File: src/rtl/sdac_pkg.sv
package sdac_pkg;

    localparam int FRAME_W  = 24;
    localparam int MODE_W   = 2;
    localparam int DATA_W   = 16;

    typedef enum logic [1:0] {
        PM_NORMAL  = 2'b00,
        PM_PD_1K   = 2'b01,
        PM_PD_100K = 2'b10,
        PM_PD_OPEN = 2'b11
    } pwr_mode_e;

    typedef enum logic [1:0] {
        FS_IDLE  = 2'b00,
        FS_SHIFT = 2'b01,
        FS_DONE  = 2'b10
    } frm_state_e;

endpackage

File: src/rtl/sdac_pin_sync.sv
module sdac_pin_sync #(
    parameter int W      = 3,
    parameter int STAGES = 2
) (
    input  logic         clk,
    input  logic         rst_n,
    input  logic [W-1:0] pin_i,
    output logic [W-1:0] lvl_o
);

    typedef struct packed {
        logic [STAGES-1:0][W-1:0] chain;
    } sync_t;

    sync_t sync_d, sync_q;

    always_comb begin
        sync_d = sync_q;
        sync_d.chain[0] = pin_i;
        for (int s = 1; s < STAGES; s++) begin
            sync_d.chain[s] = sync_q.chain[s-1];
        end
    end

    always_ff @(posedge clk or negedge rst_n) begin
        if (!rst_n) sync_q <= '0;
        else        sync_q <= sync_d;
    end

    assign lvl_o = sync_q.chain[STAGES-1];

endmodule

File: src/rtl/sdac_frame_shifter.sv
module sdac_frame_shifter
    import sdac_pkg::*;
#(
    parameter int RES_BITS = 16
) (
    input  logic                       clk,
    input  logic                       rst_n,
    input  logic                       sel_lvl,
    input  logic                       sck_lvl,
    input  logic                       din_lvl,
    output logic                       commit_o,
    output logic [MODE_W+RES_BITS-1:0] window_o
);

    localparam int CNT_W    = $clog2(FRAME_W);
    localparam int KEEP_W   = MODE_W + RES_BITS;
    localparam int TAIL     = DATA_W - RES_BITS;
    localparam int STORE_N  = FRAME_W - TAIL;
    localparam logic [CNT_W-1:0] LAST_IDX  = CNT_W'(FRAME_W - 1);
    localparam logic [CNT_W-1:0] STORE_LIM = CNT_W'(STORE_N);

    typedef struct packed {
        frm_state_e        state;
        logic [CNT_W-1:0]  cnt;
        logic [KEEP_W-1:0] win;
        logic              commit;
        logic              sel_prev;
        logic              sck_prev;
    } shf_t;

    shf_t shf_d, shf_q;
    logic sel_fall, sck_fall, keep_bit;

    assign sel_fall = shf_q.sel_prev & ~sel_lvl;
    assign sck_fall = shf_q.sck_prev & ~sck_lvl;

    generate
        if (TAIL > 0) begin : g_tail
            assign keep_bit = (shf_q.cnt < STORE_LIM);
        end else begin : g_full
            assign keep_bit = 1'b1;
        end
    endgenerate

    always_comb begin
        shf_d          = shf_q;
        shf_d.commit   = 1'b0;
        shf_d.sel_prev = sel_lvl;
        shf_d.sck_prev = sck_lvl;
        unique case (shf_q.state)
            FS_IDLE: begin
                if (sel_fall) begin
                    shf_d.state = FS_SHIFT;
                    shf_d.cnt   = '0;
                    shf_d.win   = '0;
                end
            end
            FS_SHIFT: begin
                if (sel_lvl) begin
                    shf_d.state = FS_IDLE;
                    shf_d.cnt   = '0;
                    shf_d.win   = '0;
                end else if (sck_fall) begin
                    if (keep_bit) begin
                        shf_d.win = {shf_q.win[KEEP_W-2:0], din_lvl};
                    end
                    if (shf_q.cnt == LAST_IDX) begin
                        shf_d.state  = FS_DONE;
                        shf_d.commit = 1'b1;
                        shf_d.cnt    = '0;
                    end else begin
                        shf_d.cnt = shf_q.cnt + 1'b1;
                    end
                end
            end
            FS_DONE: begin
                if (sel_lvl) begin
                    shf_d.state = FS_IDLE;
                end
            end
            default: begin
                shf_d.state = FS_IDLE;
            end
        endcase
    end

    always_ff @(posedge clk or negedge rst_n) begin
        if (!rst_n) begin
            shf_q       <= '0;
            shf_q.state <= FS_IDLE;
        end else begin
            shf_q <= shf_d;
        end
    end

    assign commit_o = shf_q.commit;
    assign window_o = shf_q.win;

    AST_ABORT_CLEARS: assert property (@(posedge clk) disable iff (!rst_n)
        (shf_q.state == FS_SHIFT && sel_lvl) |=> (shf_q.state == FS_IDLE && shf_q.win == '0 && !commit_o));
    AST_COMMIT_FROM_SHIFT: assert property (@(posedge clk) disable iff (!rst_n)
        commit_o |-> ($past(shf_q.state) == FS_SHIFT && shf_q.state == FS_DONE));
    AST_DONE_QUIET: assert property (@(posedge clk) disable iff (!rst_n)
        (shf_q.state == FS_DONE && $past(shf_q.state) == FS_DONE) |-> !commit_o);
    AST_DONE_NEEDS_RISE: assert property (@(posedge clk) disable iff (!rst_n)
        (shf_q.state == FS_DONE && !sel_lvl) |=> (shf_q.state == FS_DONE));

endmodule

File: src/rtl/sdac_code_reg.sv
module sdac_code_reg
    import sdac_pkg::*;
#(
    parameter int RES_BITS = 16
) (
    input  logic                       clk,
    input  logic                       rst_n,
    input  logic                       commit_i,
    input  logic [MODE_W+RES_BITS-1:0] window_i,
    output logic [RES_BITS-1:0]        code_o,
    output pwr_mode_e                  mode_o,
    output logic                       upd_o
);

    localparam int KEEP_W = MODE_W + RES_BITS;

    typedef struct packed {
        logic [RES_BITS-1:0] code;
        pwr_mode_e           mode;
        logic                upd;
    } reg_t;

    reg_t reg_d, reg_q;

    always_comb begin
        reg_d     = reg_q;
        reg_d.upd = commit_i;
        if (commit_i) begin
            reg_d.code = window_i[RES_BITS-1:0];
            reg_d.mode = pwr_mode_e'(window_i[KEEP_W-1 -: MODE_W]);
        end
    end

    always_ff @(posedge clk or negedge rst_n) begin
        if (!rst_n) begin
            reg_q      <= '0;
            reg_q.mode <= PM_NORMAL;
        end else begin
            reg_q <= reg_d;
        end
    end

    assign code_o = reg_q.code;
    assign mode_o = reg_q.mode;
    assign upd_o  = reg_q.upd;

    AST_HOLD_NO_COMMIT: assert property (@(posedge clk) disable iff (!rst_n)
        !commit_i |=> ($stable(code_o) && $stable(mode_o)));
    AST_STROBE_PULSE: assert property (@(posedge clk) disable iff (!rst_n)
        upd_o |=> !upd_o);
    AST_STROBE_FOLLOWS_COMMIT: assert property (@(posedge clk) disable iff (!rst_n)
        commit_i |=> upd_o);

endmodule

File: src/rtl/sdac_mode_decode.sv
module sdac_mode_decode
    import sdac_pkg::*;
(
    input  pwr_mode_e mode_i,
    output logic      drive_o,
    output logic      t1k_o,
    output logic      t100k_o,
    output logic      topen_o
);

    always_comb begin
        drive_o = 1'b0;
        t1k_o   = 1'b0;
        t100k_o = 1'b0;
        topen_o = 1'b0;
        unique case (mode_i)
            PM_NORMAL:  drive_o = 1'b1;
            PM_PD_1K:   t1k_o   = 1'b1;
            PM_PD_100K: t100k_o = 1'b1;
            PM_PD_OPEN: topen_o = 1'b1;
            default:    drive_o = 1'b1;
        endcase
    end

endmodule

File: src/rtl/serial_dac_frontend.sv
module serial_dac_frontend
    import sdac_pkg::*;
#(
    parameter int RES_BITS    = 16,
    parameter int SYNC_STAGES = 2
) (
    input  logic                clk,
    input  logic                rst_n,
    input  logic                frm_sel_n,
    input  logic                ser_clk,
    input  logic                ser_din,
    output logic [RES_BITS-1:0] dac_code,
    output logic [1:0]          pwr_mode,
    output logic                drive_en,
    output logic                term_1k,
    output logic                term_100k,
    output logic                term_open,
    output logic                upd_strobe
);

    localparam int PIN_W  = 3;
    localparam int KEEP_W = MODE_W + RES_BITS;

    logic [PIN_W-1:0]  pins_lvl;
    logic              commit;
    logic [KEEP_W-1:0] window;
    pwr_mode_e         mode;

    sdac_pin_sync #(
        .W      (PIN_W),
        .STAGES (SYNC_STAGES)
    ) u_sync (
        .clk   (clk),
        .rst_n (rst_n),
        .pin_i ({frm_sel_n, ser_clk, ser_din}),
        .lvl_o (pins_lvl)
    );

    sdac_frame_shifter #(
        .RES_BITS (RES_BITS)
    ) u_shift (
        .clk      (clk),
        .rst_n    (rst_n),
        .sel_lvl  (pins_lvl[2]),
        .sck_lvl  (pins_lvl[1]),
        .din_lvl  (pins_lvl[0]),
        .commit_o (commit),
        .window_o (window)
    );

    sdac_code_reg #(
        .RES_BITS (RES_BITS)
    ) u_reg (
        .clk      (clk),
        .rst_n    (rst_n),
        .commit_i (commit),
        .window_i (window),
        .code_o   (dac_code),
        .mode_o   (mode),
        .upd_o    (upd_strobe)
    );

    sdac_mode_decode u_dec (
        .mode_i  (mode),
        .drive_o (drive_en),
        .t1k_o   (term_1k),
        .t100k_o (term_100k),
        .topen_o (term_open)
    );

    assign pwr_mode = mode;

    AST_ONE_TERMINATION: assert property (@(posedge clk) disable iff (!rst_n)
        $countones({drive_en, term_1k, term_100k, term_open}) == 1);
    AST_PD_KEEPS_CODE: assert property (@(posedge clk) disable iff (!rst_n)
        (!upd_strobe && pwr_mode != 2'b00) |-> $stable(dac_code));

endmodule

File: config.mk
export PLATFORM = sky130hd
export DESIGN_NAME = serial_dac_frontend
export DESIGN_NICKNAME = d
export VERILOG_FILES = /design/src/rtl/sdac_pkg.sv /design/src/rtl/sdac_pin_sync.sv /design/src/rtl/sdac_frame_shifter.sv /design/src/rtl/sdac_code_reg.sv /design/src/rtl/sdac_mode_decode.sv /design/src/rtl/serial_dac_frontend.sv
export SDC_FILE = /design/constraint.sdc
export NUM_CORES = 1
export LEC_CHECK = 0
export BUFFER_PORTS_ARGS = -buffer_cell sky130_fd_sc_hd__buf_2
export CAP_MARGIN = 10
export CORE_UTILIZATION = 45
export CTS_CLUSTER_DIAMETER = 60
export DETAILED_ROUTE_END_ITERATION = 16
export PLACE_DENSITY = 0.73
export RECOVER_POWER = 25
export SETUP_SLACK_MARGIN = 0.3
export SYNTH_ARGS = -nofsm -noshare
export SYNTH_HDL_FRONTEND = slang
export SYNTH_HIERARCHICAL = 1
export SYNTH_SLANG_ARGS = --single-unit
export TNS_END_PERCENT = 1
File: constraint.sdc
create_clock -name clk -period 2.1 [get_ports clk]
set_clock_uncertainty 0.1 [all_clocks]
set_input_delay 0.42 -clock clk [delete_from_list [all_inputs] [get_ports clk]]
set_output_delay 0.42 -clock clk [all_outputs]
set_load 0.05 [all_outputs]
==> impl_metrics.py <==
metrics = {
    "floorplanning": {
        "die_h_um": 72.0,
        "die_area_um2": 5180,
        "rows": 25,
        "initial_core_util": 0.467,
        "die_w_um": 72.0,
        "core_area_um2": 4720,
        "io_pins": 28,
    },
    "power": {
        "powerDensity_nw_per_um2": 801,
        "p_total_w": 0.00191,
        "p_leak_nw": 1.26,
        "irDropWorstVdd_v": 0.000432,
    },
    "layout": {
        "area_growth_pct": 7.95,
        "drive_above_1_share": 0.395,
        "fin_area_um2": 2380,
        "final_common_cell": "dfrtp_1",
        "nNetsFinal": 167,
        "antenna_cells": 0,
        "layout.cells.most_common_list": "dfrtp_1 (53), buf_2 (27), a22o_1 (18)",
    },
    "timing": {
        "hold_viol": 0,
        "max_freq_ghz": 0.582,
        "finalCriticalPeriod_ns": 1.72,
        "slew_headroom": 0.171,
        "fin_crit_sh": 0.818,
        "worst_pin_slew_ns": 1.24,
        "fin_setup_tns_ns": 0,
        "slew_viol_final": 0,
        "hold_slack_ns": 0.113,
        "finalSetupViolCount": 0,
        "fin_ws_ns": 0.382,
        "rsz0062_at_grt": "false",
    },
    "clocking": {
        "cts_root_buf": "clkbuf_8",
        "clk_pin_slew_ns": 0.09,
        "htreeDepth": 2,
        "clockBufferDepth": 2,
        "cts_buffers": 5,
        "cts_tree": "built",
        "cts.sinks": 53,
        "clk_latency_ns": 0.31,
    },
    "min_path": {
        "min_to": "u_sync/sync_d[4]$_DFF_PN0_",
        "holdCritPathClass": "in2reg",
        "holdPathStages": 1,
        "min_from": "ser_clk",
    },
    "placed_design": {
        "routabilityCongestion": 0.755,
        "placed_area_um2": 2230,
        "dpl.hpwl_mm": 2.16,
        "buffer_ports.inserted": 27,
        "dp_slack_ns": 0.228,
    },
    "synth": {
        "syn_nets": 154,
        "ys_seq_area_frac": 0.602,
        "yosysUniqueCellTypes": 32,
        "synth_xor_area_frac": 0.00397,
        "synth.area.mux_share": 0.114,
        "async_flop_share": 1.00,
        "synthFlopType": "dfrtp_1",
        "synth_seq_cells": 53,
        "yosysWarnings": 6,
        "synth_adder_area_share": 0.00568,
        "synthesis.area_um2": 2200,
        "synth-edff-count": 0,
        "synth_compound_area_frac": 0.107,
        "synth_top_family_by_area": "multiplexers",
        "synthSimpleGateAreaFrac": 0.0687,
        "synth_area_per_cell_um2": 14.9,
        "syn_inst": 148,
    },
    "worst_setup_path": {
        "slowest_delay_ns": 0.42,
        "end_kind": "primary output",
        "critPathKind": "reg2out",
        "worstPathRequired_ns": 1.58,
        "slowest_stage": "dfrtp_1",
        "cp.arrival_ns": 1.20,
        "critPathLaunchType": "flop",
        "r2r-start": "u_sync/lvl_o[2]$_DFF_PN0_",
        "rrSetupSlack_ns": 0.39,
        "worst-path-max-fanout": 6,
        "critical_path_buf_inv_count": 1,
        "reg2regPathDepth": 3,
        "crit_chain": "and2b_2 > buf_2",
        "crit_family": "flip-flops",
        "r2r_end": "u_shift/shf_q[21]$_DFFE_PN0P_",
    },
    "run": {
        "cap_violations": 0,
    },
    "global_routing": {
        "grt_use_total": 0.142,
        "grt-ovfl-total": 0,
        "grt_start_max_net_pins": 54,
        "antenna_found_initial": 0,
        "grt_pass1_vias": 1142,
        "grt_pass1_wl_mm": 5.46,
    },
    "detailed_routing": {
        "drt_iter0_drc": 71,
        "vias": 1173,
        "drc": 0,
        "dr.pass1.iters": 4,
        "ant_nets": 0,
        "routed_wl_mm": 3.27,
        "post_drt_via_cell_ratio": 5.12,
        "avgRoutedWirePerCell_um": 14.3,
    },
    "status": {
        "status": "complete, no violations",
    },
}
per-stage QoR:
stage,cells,util
2_1_floorplan,148,-
3_3_place_gp,221,0.473
3_5_place_dp,221,0.473
4_1_cts,229,0.502
5_1_grt,229,0.504
6_report,229,0.504
cells by family after synthesis:
family                   count (synthesis)
multiplexers                            19
flip-flops                              53
buffers and inverters                   25
adder cells (fa/ha/maj)                  1
AO/OA/AOI/OAI                           27
AND/OR/NAND/NOR                         22
XOR/XNOR                                 1
timing repair:
action / CTS / global route
endpoints found under the setup margin: 3 / 1
gates resized for setup: 1 / 1
hold buffers: 0 / 0
buffers inserted: 0 / 0
sequential cells by signal, indices dropped and copies added, names as in the netlist:
| register | cells |
|---|---|
| u_shift/window_o | 18 |
| u_reg/code_o | 16 |
| u_shift/shf_q | 9 |
| u_sync/lvl_o | 3 |
| u_sync/sync_d | 3 |
| u_reg/mode_o | 2 |
| u_reg/upd_o | 1 |
| u_shift/commit_o | 1 |
final cells by class:
class	count	area, um^2
Clock buffer	5	68.8
Clock inverter	3	68.8
Fill cell	392	2340
Inverter	1	3.75
Multi-Input combinational cell	70	673
Sequential cell	53	1330
Tap cell	67	83.8
Timing Repair Buffer	30	155
power breakdown:
group | switching (W) | internal [W] | total (W)
logic | 0.0000405 | 0.0000159 | 0.0000564
registers | 0.00000954 | 0.00103 | 0.00104
clock network | 0.000331 | 0.000479 | 0.000810
total | 0.000381 | 0.00153 | 0.00191
cell usage after synthesis, types with 2 or more instances:
cell type,number,area [um^2]
nor2b_1,4,25.0
a22o_2,2,20.0
nor2_1,3,11.3
a22o_1,18,158
mux2_4,10,150
dfrtp_1,53,1330
o211a_1,2,20.0
mux2_2,9,101
a21o_1,2,15.0
buf_6,4,45.0
buf_4,18,135
nand2_1,2,7.51
nand2b_1,2,12.5
worst max-delay path by stage:
stage / startpoint / endpoint / slack, ns / depth (start not counted)
2_1_floorplan: u_reg/mode_o[0]$_DFFE_PN0P_ / drive_en / 0.26 / 1
3_3_place_gp: u_sync/lvl_o[2]$_DFF_PN0_ / u_shift/shf_q[21]$_DFFE_PN0P_ / 0.30 / 3
3_5_place_dp: u_sync/lvl_o[2]$_DFF_PN0_ / u_shift/shf_q[21]$_DFFE_PN0P_ / 0.23 / 3
4_1_cts: u_sync/lvl_o[2]$_DFF_PN0_ / u_shift/shf_q[21]$_DFFE_PN0P_ / 0.35 / 3
5_1_grt: u_reg/mode_o[1]$_DFFE_PN0P_ / term_1k / 0.33 / 2
6_report: u_reg/mode_o[1]$_DFFE_PN0P_ / term_1k / 0.38 / 2
worst reg2reg max path, stage by stage (launching register included):
cell and delay (ns):
dfrtp_1 0.45, nand2b_1 0.19, a221o_4 0.55, mux2_2 0.31
per-layer routing:
metal / wire length [um] / GRT usage / up-vias
li1: - / - / 544
met1: 1500 / 0.175 / 597
met2: 1580 / 0.224 / 24
met3: 122 / 0.0472 / 8
met4: 63 / 0.0697 / 0
met5: 0 / 0 / -
(Power assumes the default switching activity.)
